==> config.mk <==
export PLATFORM = sky130hd
export DESIGN_NAME = cgc_node_ctrl
export DESIGN_NICKNAME = d
export VERILOG_FILES = /design/src/rtl/cgc_pkg.sv /design/src/rtl/cgc_delay_counter.sv /design/src/rtl/cgc_quota_tracker.sv /design/src/rtl/cgc_ctrl_fsm.sv /design/src/rtl/cgc_node_ctrl.sv
export SDC_FILE = /design/constraint.sdc
export NUM_CORES = 1
export LEC_CHECK = 0
export BUFFER_PORTS_ARGS = -buffer_cell sky130_fd_sc_hd__buf_2
export CAP_MARGIN = 20
export CORE_ASPECT_RATIO = 0.8
export CORE_UTILIZATION = 35
export DETAILED_ROUTE_END_ITERATION = 6
export GPL_ROUTABILITY_DRIVEN = 0
export SLEW_MARGIN = 30
export SYNTH_ARGS = -nofsm -noshare
export SYNTH_HDL_FRONTEND = slang
export SYNTH_SLANG_ARGS = --single-unit
==> constraint.sdc <==
create_clock -name clk -period 4.2 [get_ports clk]
set_clock_uncertainty 0.15 [all_clocks]
set_input_delay 0.84 -clock clk [delete_from_list [all_inputs] [get_ports clk]]
set_output_delay 0.84 -clock clk [all_outputs]
set_load 0.02 [all_outputs]
==> src/rtl/cgc_pkg.sv <==
// Shared codes for the collision request/grant controller.
// Assumes a 2-bit control code in the collision-address field.
package cgc_pkg;
    typedef enum logic [1:0] {
        MSG_NONE = 2'd0,
        MSG_REQ  = 2'd1,
        MSG_SAT  = 2'd2,
        MSG_GNT  = 2'd3
    } msg_e;

    typedef enum logic [1:0] {
        MODE_FREE    = 2'd0,
        MODE_TAIL    = 2'd1,
        MODE_LIMITED = 2'd2,
        MODE_HEAD    = 2'd3
    } mode_e;
endpackage

==> src/rtl/cgc_delay_counter.sv <==
// Counts consecutive undelivered slots while the node is in free access.
// Flags starvation once QD blocked slots have gone by without a delivery.
// Assumes QD >= 1. Clears on delivery, when disabled, or when the request is written.
module cgc_delay_counter #(
    parameter int NODE_W = 4,
    parameter int QD     = 8
) (
    input  logic              clk,
    input  logic              rst_n,
    input  logic              count_en,
    input  logic              slot_valid,
    input  logic              blocked,
    input  logic [NODE_W-1:0] blocked_dest,
    input  logic              delivered,
    input  logic              clear,
    output logic              starved,
    output logic [NODE_W-1:0] starve_dest
);
    localparam int CNT_W = $clog2(QD + 1);
    localparam logic [CNT_W-1:0] QD_V  = CNT_W'(QD);
    localparam logic [CNT_W-1:0] QD_M1 = CNT_W'(QD - 1);

    logic [CNT_W-1:0]  c_q;
    logic [NODE_W-1:0] cand_q;

    // Starvation: limit already reached, or reached by this blocked slot.
    always_comb begin
        starved = count_en && slot_valid && !delivered &&
                  ((c_q >= QD_V) || (blocked && c_q == QD_M1));
        starve_dest = blocked ? blocked_dest : cand_q;
    end

    // Blocked-slot count, saturating at QD.
    always_ff @(posedge clk) begin
        if (!rst_n || !count_en) begin
            c_q <= '0;
        end else if (slot_valid) begin
            if (clear || delivered)
                c_q <= '0;
            else if (blocked && c_q < QD_V)
                c_q <= c_q + 1'b1;
        end
    end

    // Remember the most recent blocked destination.
    always_ff @(posedge clk) begin
        if (!rst_n)
            cand_q <= '0;
        else if (slot_valid && blocked)
            cand_q <= blocked_dest;
    end
endmodule

==> src/rtl/cgc_quota_tracker.sv <==
// Tracks packets sent to the limited destination and builds the transmit mask.
// Assumes QUOTA >= 1. The count is cleared whenever the node is not limited.
module cgc_quota_tracker #(
    parameter int NODE_W = 4,
    parameter int QUOTA  = 4
) (
    input  logic                   clk,
    input  logic                   rst_n,
    input  logic                   slot_valid,
    input  logic                   limited,
    input  logic [NODE_W-1:0]      lim_dest,
    input  logic                   tx_done,
    input  logic [NODE_W-1:0]      tx_dest,
    input  logic [(1<<NODE_W)-1:0] q_nonempty,
    output logic                   lim_active,
    output logic [(1<<NODE_W)-1:0] tx_en_mask
);
    localparam int NDEST = 1 << NODE_W;
    localparam int QW    = $clog2(QUOTA + 1);
    localparam logic [QW-1:0] QUOTA_V = QW'(QUOTA);

    logic [QW-1:0] sent_q;

    // Active while packets wait for the limited destination and quota remains.
    always_comb lim_active = limited && q_nonempty[lim_dest] && (sent_q < QUOTA_V);

    // Per-destination enable: only the limited destination can be barred.
    for (genvar d = 0; d < NDEST; d++) begin : g_mask
        assign tx_en_mask[d] = !(limited && !lim_active && (lim_dest == NODE_W'(d)));
    end

    // Count sends to the limited destination.
    always_ff @(posedge clk) begin
        if (!rst_n || !limited)
            sent_q <= '0;
        else if (slot_valid && tx_done && tx_dest == lim_dest && sent_q < QUOTA_V)
            sent_q <= sent_q + 1'b1;
    end
endmodule

==> src/rtl/cgc_ctrl_fsm.sv <==
// Mode machine and header rewrite for the request/satisfied/grant exchange.
// Acts once per strobed slot; the rewritten field is registered.
module cgc_ctrl_fsm
    import cgc_pkg::*;
#(
    parameter int NODE_W = 4
) (
    input  logic              clk,
    input  logic              rst_n,
    input  logic              slot_valid,
    input  logic [NODE_W-1:0] my_addr,
    input  logic [1:0]        hdr_cmsg_in,
    input  logic [NODE_W-1:0] hdr_cdest_in,
    input  logic              starved,
    input  logic [NODE_W-1:0] starve_dest,
    input  logic              lim_active,
    output mode_e             mode,
    output logic [NODE_W-1:0] lim_dest,
    output logic              req_written,
    output logic              hdr_out_valid,
    output logic [1:0]        hdr_cmsg_out,
    output logic [NODE_W-1:0] hdr_cdest_out
);
    mode_e             mode_q, mode_n;
    logic [NODE_W-1:0] dest_q, dest_n;
    logic              hold_q, hold_n;
    msg_e              msg_in, msg_n;
    logic [NODE_W-1:0] cdest_n;

    assign msg_in   = msg_e'(hdr_cmsg_in);
    assign mode     = mode_q;
    assign lim_dest = dest_q;

    // Next mode, held-token flag and header rewrite for the current slot.
    always_comb begin
        mode_n      = mode_q;
        dest_n      = dest_q;
        hold_n      = hold_q;
        msg_n       = msg_in;
        cdest_n     = hdr_cdest_in;
        req_written = 1'b0;
        if (slot_valid) begin
            unique case (mode_q)
                MODE_FREE: begin
                    if (msg_in == MSG_REQ && hdr_cdest_in == my_addr) begin
                        mode_n  = MODE_HEAD;
                        dest_n  = my_addr;
                        msg_n   = MSG_SAT;
                        cdest_n = my_addr;
                    end else if (msg_in == MSG_REQ) begin
                        mode_n = MODE_LIMITED;
                        dest_n = hdr_cdest_in;
                        hold_n = 1'b0;
                    end else if (msg_in == MSG_NONE && starved) begin
                        mode_n      = MODE_TAIL;
                        dest_n      = starve_dest;
                        msg_n       = MSG_REQ;
                        cdest_n     = starve_dest;
                        req_written = 1'b1;
                    end
                end
                MODE_TAIL: begin
                    if (msg_in == MSG_SAT && hdr_cdest_in == dest_q) begin
                        mode_n = MODE_FREE;
                        msg_n  = MSG_GNT;
                    end
                end
                MODE_LIMITED: begin
                    if (msg_in == MSG_GNT && hdr_cdest_in == dest_q) begin
                        mode_n = MODE_FREE;
                        hold_n = 1'b0;
                    end else if (msg_in == MSG_SAT && hdr_cdest_in == dest_q &&
                                 lim_active && !hold_q) begin
                        hold_n  = 1'b1;
                        msg_n   = MSG_NONE;
                        cdest_n = '0;
                    end else if (hold_q && !lim_active && msg_in == MSG_NONE) begin
                        hold_n  = 1'b0;
                        msg_n   = MSG_SAT;
                        cdest_n = dest_q;
                    end
                end
                MODE_HEAD: begin
                    if (msg_in == MSG_GNT && hdr_cdest_in == my_addr) begin
                        mode_n  = MODE_FREE;
                        msg_n   = MSG_NONE;
                        cdest_n = '0;
                    end
                end
                default: mode_n = MODE_FREE;
            endcase
        end
    end

    // Mode, destination and held-token registers.
    always_ff @(posedge clk) begin
        if (!rst_n) begin
            mode_q <= MODE_FREE;
            dest_q <= '0;
            hold_q <= 1'b0;
        end else begin
            mode_q <= mode_n;
            dest_q <= dest_n;
            hold_q <= hold_n;
        end
    end

    // Registered header rewrite, updated on each strobed slot.
    always_ff @(posedge clk) begin
        if (!rst_n) begin
            hdr_out_valid <= 1'b0;
            hdr_cmsg_out  <= MSG_NONE;
            hdr_cdest_out <= '0;
        end else begin
            hdr_out_valid <= slot_valid;
            if (slot_valid) begin
                hdr_cmsg_out  <= msg_n;
                hdr_cdest_out <= cdest_n;
            end
        end
    end
endmodule

==> src/rtl/cgc_node_ctrl.sv <==
// Top of the per-node collision controller: starvation counter,
// quota tracker and mode machine. One slot header per slot_valid strobe.
module cgc_node_ctrl
    import cgc_pkg::*;
#(
    parameter int NODE_W = 4,
    parameter int QD     = 8,
    parameter int QUOTA  = 4,
    localparam int NDEST = 1 << NODE_W
) (
    input  logic              clk,
    input  logic              rst_n,
    input  logic [NODE_W-1:0] my_addr,
    input  logic              slot_valid,
    input  logic [1:0]        hdr_cmsg_in,
    input  logic [NODE_W-1:0] hdr_cdest_in,
    input  logic              blocked,
    input  logic [NODE_W-1:0] blocked_dest,
    input  logic              tx_done,
    input  logic [NODE_W-1:0] tx_dest,
    input  logic [NDEST-1:0]  q_nonempty,
    output logic              hdr_out_valid,
    output logic [1:0]        hdr_cmsg_out,
    output logic [NODE_W-1:0] hdr_cdest_out,
    output logic [NDEST-1:0]  tx_en_mask,
    output logic [1:0]        ctl_state
);
    mode_e             mode;
    logic [NODE_W-1:0] lim_dest, starve_dest;
    logic              starved, req_written, lim_active;

    assign ctl_state = mode;

    cgc_delay_counter #(.NODE_W(NODE_W), .QD(QD)) u_delay (
        .clk(clk), .rst_n(rst_n),
        .count_en(mode == MODE_FREE), .slot_valid(slot_valid),
        .blocked(blocked), .blocked_dest(blocked_dest),
        .delivered(tx_done), .clear(req_written),
        .starved(starved), .starve_dest(starve_dest)
    );

    cgc_quota_tracker #(.NODE_W(NODE_W), .QUOTA(QUOTA)) u_quota (
        .clk(clk), .rst_n(rst_n), .slot_valid(slot_valid),
        .limited(mode == MODE_LIMITED), .lim_dest(lim_dest),
        .tx_done(tx_done), .tx_dest(tx_dest), .q_nonempty(q_nonempty),
        .lim_active(lim_active), .tx_en_mask(tx_en_mask)
    );

    cgc_ctrl_fsm #(.NODE_W(NODE_W)) u_fsm (
        .clk(clk), .rst_n(rst_n), .slot_valid(slot_valid), .my_addr(my_addr),
        .hdr_cmsg_in(hdr_cmsg_in), .hdr_cdest_in(hdr_cdest_in),
        .starved(starved), .starve_dest(starve_dest), .lim_active(lim_active),
        .mode(mode), .lim_dest(lim_dest), .req_written(req_written),
        .hdr_out_valid(hdr_out_valid), .hdr_cmsg_out(hdr_cmsg_out),
        .hdr_cdest_out(hdr_cdest_out)
    );
endmodule

==> flow_summary_export.csv, run 1 <==
group,metric,value,unit
logic_synthesis,ys_warn_count,0,
logic_synthesis,synth_area,0.00217,mm^2
setup_path,worstPathCellList,"mux2_4 > mux2_2 > a22o_4 > nor3_4 > and4_1 > nand3_1 > buf_2",
sta,slew_headroom,61.1,%
finish,mostFrequentLayoutCells,"buf_2 (63), nand2_1 (33), dfxtp_1 (25), mux2i_1 (20), nor2_1 (19)",
floorplan,die_w,90.1,um
routing,vias,2217,
routing,vias_per_cell,5.42,
setup_path,critPathLaunch,"u_fsm.lim_dest[2]$_SDFFE_PN0P_",
logic_synthesis,syn_nets,318,
clock_network,post_cts_buffers,0,
clock_network,path_clk_slew,0.10,ns
global_route,grtUsageTotal,19.1,%
finish,n_fill_cell,628,
sta,worst_slew_pin_slew,0.578,ns
placed_design,dpl.hpwl,4580,um
logic_synthesis,syn_avg_cell_area,7.87,um^2
floorplan,die-area,0.00653,mm^2
global_route,grt_max_degree,24,
power_and_ir_drop,power.leakage,0.996,nW
global_route,grt_pass1_wl,10200,um
floorplan,io_pins,64,
finish,final_cells,409,
clock_network,clock_latency,0.28,ns
logic_synthesis,synth_cell_types,64,
routing,drcViolationCount,0,
logic_synthesis,ys_ff_latch,25,
global_route,grt_pass1_vias,2097,
sta,drv_slew,0,
sta,hold_viol,0,
sta,finalCritPeriodShare,88.2,%
finish,multiInputGateArea,0.00155,mm^2
floorplan,rows,25,
logic_synthesis,synth_edf_count,0,
worst_hold_path,hp-start,"u_delay.cand_q[3]$_SDFFE_PN0P_",
finish,area_delta_synth_final,18.8,%
sta,setup_violations,0,
clock_network,htreeDepth,1,
logic_synthesis,seq_area_frac_synth,23.0,%
sta,setup_tns,0,ns
flow_run,max-cap-violations,0,
routing,wl_per_cell,14.7,um
clock_network,cts.sinks,25,
clock_network,cts.hold.buffers_added,0,
setup_path,critPathKind,"flip-flop to output port",
power_and_ir_drop,vdd_ir_drop_max,109,uV
routing,dr.pass1.iters,4,
clock_network,cts_buffers,3,
logic_synthesis,synthFlopType,"dfxtp_1",
clock_network,root_buffer,"clkbuf_8",
routing,postRouteAntennaNets,0,
finish,layout.nets,371,
global_route,overflow,0,
finish,drive_gt1_share,26.8,%
finish,fin_util,43.4,%
placed_design,portBuffers,63,
clock_network,post_cts_resized,0,
finish,seqCellArea,500,um^2
placed_design,pre_cts_ws,0.592,ns
floorplan,fp.dieH,72.5,um
logic_synthesis,synthCells,276,
setup_path,start_kind,"flip-flop",
setup_path,crit_fanout,10,
worst_hold_path,hp-class,"flip-flop to flip-flop",
sta,rsz0062_at_grt,"false",
power_and_ir_drop,powerDensity,234,mW/mm^2
floorplan,initial_core_util,36.5,%
setup_path,crit_slowest_cell,"dfxtp_1",
sta,fmax,270,MHz
finish,final_common_cell,"buf_2",
routing,wirelength,5990,um
setup_path,end_kind,"output port",
finish,n_antenna_cell,0,
setup_path,cp.arrival,2.72,ns
global_route,antenna_found_initial,0,
status,status,"finished clean",
placed_design,dp_cells,405,
setup_path,crit_family,"simple AND/OR/NAND/NOR gates",
sta,final.min_clock_period,3.71,ns
clock_network,cts_tree,"done",
setup_path,crit_buf_inv,1,
floorplan,core,0.00594,mm^2
sta,setup_ws,0.495,ns
setup_path,rr_startpoint,"u_fsm.lim_dest[2]$_SDFFE_PN0P_",
setup_path,cp.required,3.21,ns
setup_path,crit_path_max_incr_delay,0.68,ns
clock_network,clock_path_buffers,2,
routing,dr.first_iter.drc_count,155,
logic_synthesis,async_reset_ff_share,0,%
## sequential cells by signal (all words and copies together), names as in the netlist
signal,count
u_delay.c_q,4
u_quota.sent_q,3
u_fsm.mode,2
u_fsm.hdr_cmsg_out,2
u_fsm.lim_dest,4
u_delay.cand_q,4
u_fsm.hdr_out_valid,1
u_fsm.hdr_cdest_out,4
u_fsm.hold_q,1
## cells in the mapped netlist (all sizes together), types with 2 or more instances
library cell / number / share of area [%]
a211oi: 5 / 2.0
a21boi: 4 / 1.4
a21oi: 6 / 1.4
a22o: 2 / 1.2
a22oi: 3 / 1.0
a31o: 2 / 0.81
a31oi: 4 / 1.2
and2: 2 / 0.58
and4: 2 / 0.81
buf: 6 / 1.7
clkbuf: 13 / 2.2
dfxtp: 25 / 23
ha: 3 / 1.7
inv: 10 / 1.7
mux2: 5 / 2.9
mux2i: 20 / 9.2
nand2: 33 / 5.7
nand2b: 3 / 0.86
nand3: 11 / 2.5
nand4: 8 / 2.3
nor2: 20 / 3.6
nor2b: 10 / 2.9
nor3: 7 / 2.6
nor4: 6 / 2.4
o211a: 2 / 0.92
o211ai: 3 / 1.0
o21a: 3 / 1.0
o21ai: 13 / 3.0
o221a: 2 / 1.0
o22ai: 3 / 1.4
o31ai: 3 / 1.0
or3: 5 / 1.4
or4: 2 / 0.69
xnor2: 7 / 2.8
xor2: 7 / 2.8
## worst paths after layout
kind                                                            end  slack, ns  depth (start not counted)
worst min-delay path                 u_delay.cand_q[3]$_SDFFE_PN0P_       0.31                          2
worst min register to register       u_delay.cand_q[3]$_SDFFE_PN0P_       0.31                          2
worst max register to register  u_fsm.hdr_cdest_out[1]$_SDFFE_PN0P_       1.55                          7
worst max-delay path                                  tx_en_mask[7]       0.49                          7
## cell type report
type | count | area share [%]
clock inverters | 1 | 0.194
repair buffers | 67 | 13.4
flip-flops and latches | 25 | 19.4
clock buffers | 3 | 1.60
inverters | 10 | 1.45
well taps | 81 | 3.93
multi-input cells | 222 | 60.0
## metrics by stage
step	area, um^2	power (mW)	hold slack [ns]
6_report	2580	0.604	0.308
2_1_floorplan	2170	0.399	0.283
4_1_cts	2580	0.610	0.313
3_3_place_gp	2530	0.454	0.291
3_5_place_dp	2530	0.456	0.300
5_1_grt	2580	0.640	0.324
## cells by family (layout without fill, tap and decap cells)
family                     Yosys count  in the layout  synth area share (%)
adders and majority gates            3              3                  1.73
buffers and inverters               29             81                  5.64
DFF                                 25             25                  23.0
xor gates and xnor gates            14             14                  5.65
AOI/OAI and AO/OA                   66             66                  23.4
muxes                               25             25                  12.2
and+or+nand+nor                    114            114                  28.4
## tightest hold or removal path, delay by kind of cell (launching register included)
family | cells | cell delay [ns]
compound gates | 1 | 0.05
flops | 1 | 0.32
simple gates | 1 | 0.05
## report_power, final
part	total, mW	internal [mW]	switching (mW)
Combinational	0.189	0.0790	0.110
Clock	0.152	0.0667	0.0851
Sequential	0.263	0.248	0.0143
Total	0.604	0.394	0.210
## routing by layer
layer | vias to the layer above | part of all wire, % | GRT usage [%]
li1 | 1125 | - | -
met1 | 1009 | 51 | 27.1
met2 | 77 | 43 | 30.7
met3 | 6 | 5.9 | 3.25
met4 | 0 | 0.82 | 3.23
met5 | - | 0 | 0
(Power assumes the default switching activity.)
==> inputs of run 2 (changes only) <==
ABC_AREA = 1   (was not set)
==> run 2 against run 1 <==
Effect of this change: sequential share of layout area up 1.7 points; clock power shrank 4%; cell area is 7.9% lower; critical path type unchanged.
==> flow_summary_export.csv, run 2 <==
group,metric,value,unit
status,status,"finished clean",
setup_path,crit_path_end,"tx_en_mask[9]",
global_route,grtUsageTotal,20.1,%
finish,area_delta_synth_final,20.8,%
sta,setup_tns,0,ns
sta,final.min_clock_period,3.52,ns
logic_synthesis,synthFlopType,"dfxtp_1",
finish,final_cells,472,
logic_synthesis,netlist_top_cells_area,"dfxtp_1 (25%), nand2_1 (22%), inv_1 (6.9%)",
clock_network,cts_buffers,3,
logic_synthesis,syn_nets,378,
finish,mostFrequentLayoutCells,"nand2_1 (114), buf_2 (63), inv_1 (36), nor2_1 (36), dfxtp_1 (25)",
placed_design,dp_cells,468,
logic_synthesis,synth_area,0.00197,mm^2
sta,hold_viol,0,
clock_network,cts.hold.buffers_added,0,
logic_synthesis,async_reset_ff_share,0,%
finish,final_cell_area,0.00238,mm^2
power_and_ir_drop,vdd_ir_drop_max,101,uV
setup_path,critPathLaunch,"u_fsm.lim_dest[0]$_SDFFE_PN0P_",
setup_path,r2r-end,"u_fsm.hdr_cdest_out[0]$_SDFFE_PN0P_",
sta,setup_violations,0,
worst_hold_path,hp-class,"flip-flop to flip-flop",
logic_synthesis,syn_avg_cell_area,5.85,um^2
logic_synthesis,synthMostInstantiatedCell,"nand2_1",
clock_network,cts_tree,"done",
finish,fin_util,43.7,%
clock_network,post_cts_resized,0,
setup_path,cp.arrival,2.53,ns
setup_path,critPathKind,"flip-flop to output port",
clock_network,post_cts_buffers,0,
placed_design,portBuffers,63,
floorplan,io_pins,64,
routing,drcViolationCount,0,
global_route,overflow,0,
floorplan,rows,24,
logic_synthesis,ys_warn_count,0,
clock_network,htreeDepth,1,
setup_path,start_kind,"flip-flop",
finish,n_fill_cell,622,
setup_path,end_kind,"output port",
finish,final_common_cell,"nand2_1",
global_route,grt_max_degree,15,
finish,layout.nets,437,
setup_path,crit_fanout,14,
logic_synthesis,ys_ff_latch,25,
routing,vias,2308,
clock_network,root_buffer,"clkbuf_8",
worst_hold_path,hp-start,"u_delay.cand_q[1]$_SDFFE_PN0P_",
floorplan,core,0.00544,mm^2
sta,slew_headroom,60.1,%
placed_design,dpl.hpwl,4680,um
logic_synthesis,synth_top_area_share,25.4,%
clock_network,cts.sinks,25,
logic_synthesis,yosysTopAreaCell,"dfxtp_1",
clock_network,clock_path_buffers,2,
routing,dr.first_iter.drc_count,182,
floorplan,fp.dieH,69.1,um
routing,wl_per_cell,12.5,um
logic_synthesis,synth_common_cells,"nand2_1 (114), inv_1 (36), nor2_1 (36), dfxtp_1 (25), a21oi_1 (23)",
sta,rsz0062_at_grt,"false",
global_route,grt_pass1_vias,2011,
setup_path,cp.required,3.21,ns
routing,vias_per_cell,4.89,
routing,wirelength,5890,um
logic_synthesis,seq_area_frac_synth,25.4,%
logic_synthesis,synth_cell_types,34,
global_route,grt_pass1_wl,9670,um
floorplan,die_w,85.8,um
global_route,antenna_found_initial,0,
floorplan,initial_core_util,36.2,%
logic_synthesis,synth_edf_count,0,
placed_design,placed_area,0.00233,mm^2
setup_path,rr_startpoint,"u_fsm.lim_dest[0]$_SDFFE_PN0P_",
power_and_ir_drop,power.leakage,1.17,nW
power_and_ir_drop,powerDensity,240,mW/mm^2
routing,postRouteAntennaNets,0,
sta,drv_slew,0,
clock_network,clock_latency,0.27,ns
sta,fmax,284,MHz
sta,worst_slew_pin_slew,0.593,ns
logic_synthesis,synthCells,336,
flow_run,max-cap-violations,0,
finish,drive_gt1_share,21.1,%
finish,n_antenna_cell,0,
setup_path,worst_r2r_path_depth,15,
setup_path,worst-r2r-setup-slack,1.75,ns
sta,finalCritPeriodShare,83.8,%
clock_network,path_clk_slew,0.09,ns
routing,dr.pass1.iters,5,
floorplan,die-area,0.00593,mm^2
==> run 2: area by class of cell <==
type | count | area (um^2) | area share, %
Multi-Input combinational cell | 261 | 1260 | 53.1
Sequential cell | 25 | 500 | 21.1
Timing Repair Buffer | 63 | 315 | 13.3
Inverter | 41 | 154 | 6.48
Tap cell | 78 | 97.6 | 4.11
Clock buffer | 3 | 41.3 | 1.74
Clock inverter | 1 | 5.00 | 0.211
==> run 2: logic make-up (layout without fill, tap and decap cells) <==
| logic type | after synthesis | after routing | synth area share, % |
|---|---|---|---|
| xor gates and xnor gates | 9 | 9 | 4.01 |
| DFF | 25 | 25 | 25.4 |
| adders and majority gates | 3 | 3 | 1.91 |
| and+or+nand+nor | 192 | 192 | 41.5 |
| muxes | 2 | 2 | 1.02 |
| buffers and inverters | 50 | 108 | 10.4 |
| AOI/OAI and AO/OA | 55 | 55 | 15.7 |
==> run 2: layer usage <==
metal | GRT usage, % | wire [um]
met4 | 3.52 | 48
met3 | 2.99 | 307
met1 | 30.8 | 3040
met5 | 0 | 0
met2 | 29.9 | 2500
==> run 2: metrics by stage <==
step | hold WS [ns] | setup WS [ns] | power [mW]
2_1_floorplan | 0.275 | 1.36 | 0.372
3_3_place_gp | 0.283 | 1.06 | 0.426
3_5_place_dp | 0.291 | 1.03 | 0.427
4_1_cts | 0.305 | 0.713 | 0.575
5_1_grt | 0.331 | 0.428 | 0.609
6_report | 0.306 | 0.681 | 0.570
==> run 2: power by group <==
group | internal (mW) | switching [mW] | total (mW) | leakage, nW
sequential | 0.249 | 0.0136 | 0.262 | 0.205
clock | 0.0665 | 0.0799 | 0.146 | 0.0255
combinational | 0.0567 | 0.104 | 0.161 | 0.937
total | 0.372 | 0.198 | 0.570 | 1.17
==> run 2: worst min-delay path by stage <==
stage / endpoint / slack, ns / depth (start not counted)
2_1_floorplan: u_delay.cand_q[1]$_SDFFE_PN0P_ / 0.27 / 2
3_3_place_gp: u_delay.cand_q[1]$_SDFFE_PN0P_ / 0.28 / 2
3_5_place_dp: u_delay.cand_q[1]$_SDFFE_PN0P_ / 0.29 / 2
4_1_cts: u_delay.cand_q[1]$_SDFFE_PN0P_ / 0.31 / 2
5_1_grt: u_fsm.hdr_cdest_out[2]$_SDFFE_PN0P_ / 0.33 / 2
6_report: u_delay.cand_q[1]$_SDFFE_PN0P_ / 0.31 / 2
==> run 2: worst max-delay path, cell delays in order (launching register included) <==
cell     delay, ns
dfxtp_1       0.70
inv_2         0.25
nand2_1       0.12
nand2_1       0.05
nand2_1       0.05
nand2_1       0.06
nand2_1       0.08
nand2_1       0.09
o21ai_4       0.22
nand2_2       0.13
nor3_2        0.27
nand2_1       0.08
buf_2         0.17
==> inputs of run 3 (changes only) <==
ABC_AREA = 0   (was 1)
clock period = 3.29 ns   (was 4.2 ns; I/O delays follow)
==> run 3 against run 2 <==
Effect of this change: clock-buffer cell count unchanged; utilization grew 0.79 points; setup slack got worse by 0.52 ns; combinational power grew 58%; cell count is 12% lower; clock power rose by 40%; register-to-register slack lost 1.0 ns; non-clock buffer count grew 11; worst hold slack is essentially flat; first-iteration DRC count down 15%.
==> flow_summary_export.csv, run 3 (synthesis results as in run 1) <==
group,metric,value,unit
sta,worst_slew_pin_slew,0.511,ns
clock_network,cts_tree,"done",
clock_network,cts_buffers,3,
sta,setup_violations,0,
finish,final_common_cell,"buf_2",
setup_path,cp.required,2.48,ns
sta,drv_slew,0,
global_route,grt_pass1_vias,1996,
setup_path,critPathKind,"flip-flop to output port",
flow_run,max-cap-violations,0,
floorplan,io_pins,64,
routing,wirelength,6130,um
sta,hold_viol,0,
clock_network,cts.sinks,25,
clock_network,htreeDepth,1,
global_route,antenna_found_initial,0,
floorplan,fp.dieH,72.5,um
power_and_ir_drop,swShare,35.0,%
power_and_ir_drop,combPwrFrac,32.0,%
sta,fmax,320,MHz
clock_network,clock_path_buffers,2,
power_and_ir_drop,powerDensity,300,mW/mm^2
setup_path,crit_fanout,7,
clock_network,clock_latency,0.28,ns
floorplan,die-area,0.00653,mm^2
finish,n_antenna_cell,0,
power_and_ir_drop,vdd_ir_drop_max,207,uV
floorplan,die_w,90.1,um
finish,drive_gt1_share,29.6,%
power_and_ir_drop,clkPwrFrac,25.8,%
power_and_ir_drop,power_frac_seq,42.2,%
clock_network,path_clk_slew,0.10,ns
setup_path,start_kind,"flip-flop",
routing,vias,2232,
clock_network,cts.hold.buffers_added,0,
clock_network,root_buffer,"clkbuf_8",
sta,finalCritPeriodShare,95.1,%
sta,slew_headroom,65.6,%
routing,drcViolationCount,0,
finish,area_delta_synth_final,21.8,%
power_and_ir_drop,power.internal,0.516,mW
floorplan,initial_core_util,36.5,%
routing,dr.pass1.iters,4,
status,status,"finished clean",
finish,mostFrequentLayoutCells,"buf_2 (63), nand2_1 (33), dfxtp_1 (22), mux2i_1 (20), nor2_1 (19)",
setup_path,cp.arrival,2.32,ns
floorplan,rows,25,
global_route,overflow,0,
power_and_ir_drop,power.switching,0.278,mW
finish,layout.nets,378,
sta,rsz0062_at_grt,"false",
worst_hold_path,hp-class,"flip-flop to flip-flop",
sta,final.min_clock_period,3.13,ns
routing,dr.first_iter.drc_count,154,
placed_design,portBuffers,63,
global_route,grt_max_degree,24,
global_route,grtUsageTotal,18.8,%
sta,setup_tns,0,ns
setup_path,end_kind,"output port",
routing,vias_per_cell,5.37,
sta,whs,0.306,ns
global_route,grt_pass1_wl,9980,um
power_and_ir_drop,power.leakage,1.03,nW
floorplan,core,0.00594,mm^2
routing,wl_per_cell,14.7,um
routing,postRouteAntennaNets,0,
placed_design,dpl.hpwl,4700,um
finish,fin_util,44.5,%
[run 3: area by class of cell]
class,count,area [um^2]
clock buffer,3,41.3
clock inverter,1,8.76
fill,607,3300
inverter,10,37.5
multi-input combinational,222,1550
sequential,25,504
tap,81,101
timing repair buffer,74,398
[run 3: metal layers]
metal,global-route usage (%),part of all wire (%),vias to the layer above
met4,2.69,0.36,0
met2,29.5,42,69
met5,0,0,-
met1,27.6,52,1025
met3,3.14,6.1,5
li1,-,-,1133
[run 3: power groups by stage]
stage	combinational, mW	sequential (mW)	clock [mW]
after floorplan	0.165	0.345	0
after global placement	0.249	0.342	0
after detailed placement	0.251	0.342	0
after CTS	0.252	0.336	0.211
after global routing	0.276	0.339	0.221
final	0.254	0.336	0.205
[run 3: worst paths after layout]
kind                                        from                                  end  slack (ns)  cells past startpoint
setup / recovery  u_fsm.lim_dest[2]$_SDFFE_PN0P_                        tx_en_mask[7]        0.16                      7
hold / removal    u_delay.cand_q[2]$_SDFFE_PN0P_       u_delay.cand_q[2]$_SDFFE_PN0P_        0.31                      2
setup reg to reg      u_fsm.mode[1]$_SDFFE_PN0P_  u_fsm.hdr_cdest_out[3]$_SDFFE_PN0P_        0.75                      7
hold reg to reg   u_delay.cand_q[2]$_SDFFE_PN0P_       u_delay.cand_q[2]$_SDFFE_PN0P_        0.31                      2
[run 3: critical path, stage by stage (launching register included)]
cell and delay, ns:
dfxtp_2 0.45, mux2_4 0.33, mux2_2 0.28, a22o_4 0.26, nor3_4 0.18, and4_1 0.28, nand3_1 0.09, buf_2 0.17
[run 3: what timing repair did]
item                                   CTS  global route
endpoints found under the hold margin    0             0
resized for setup                        1             3
pin swaps                                0             0
setup endpoints to repair               10            10
setup buffers                            0             0
[run 3: per-stage QoR]
step / power (mW) / worst slack [ns] / instance area (um^2) / instances
final: 0.795 / 0.161 / 2650 / 416
after global routing: 0.836 / 0.0157 / 2650 / 416
after CTS: 0.799 / 0.0432 / 2640 / 416
after detailed placement: 0.593 / 0.195 / 2590 / 412
after global placement: 0.591 / 0.218 / 2590 / 412
after floorplan: 0.510 / 0.333 / 2170 / 276
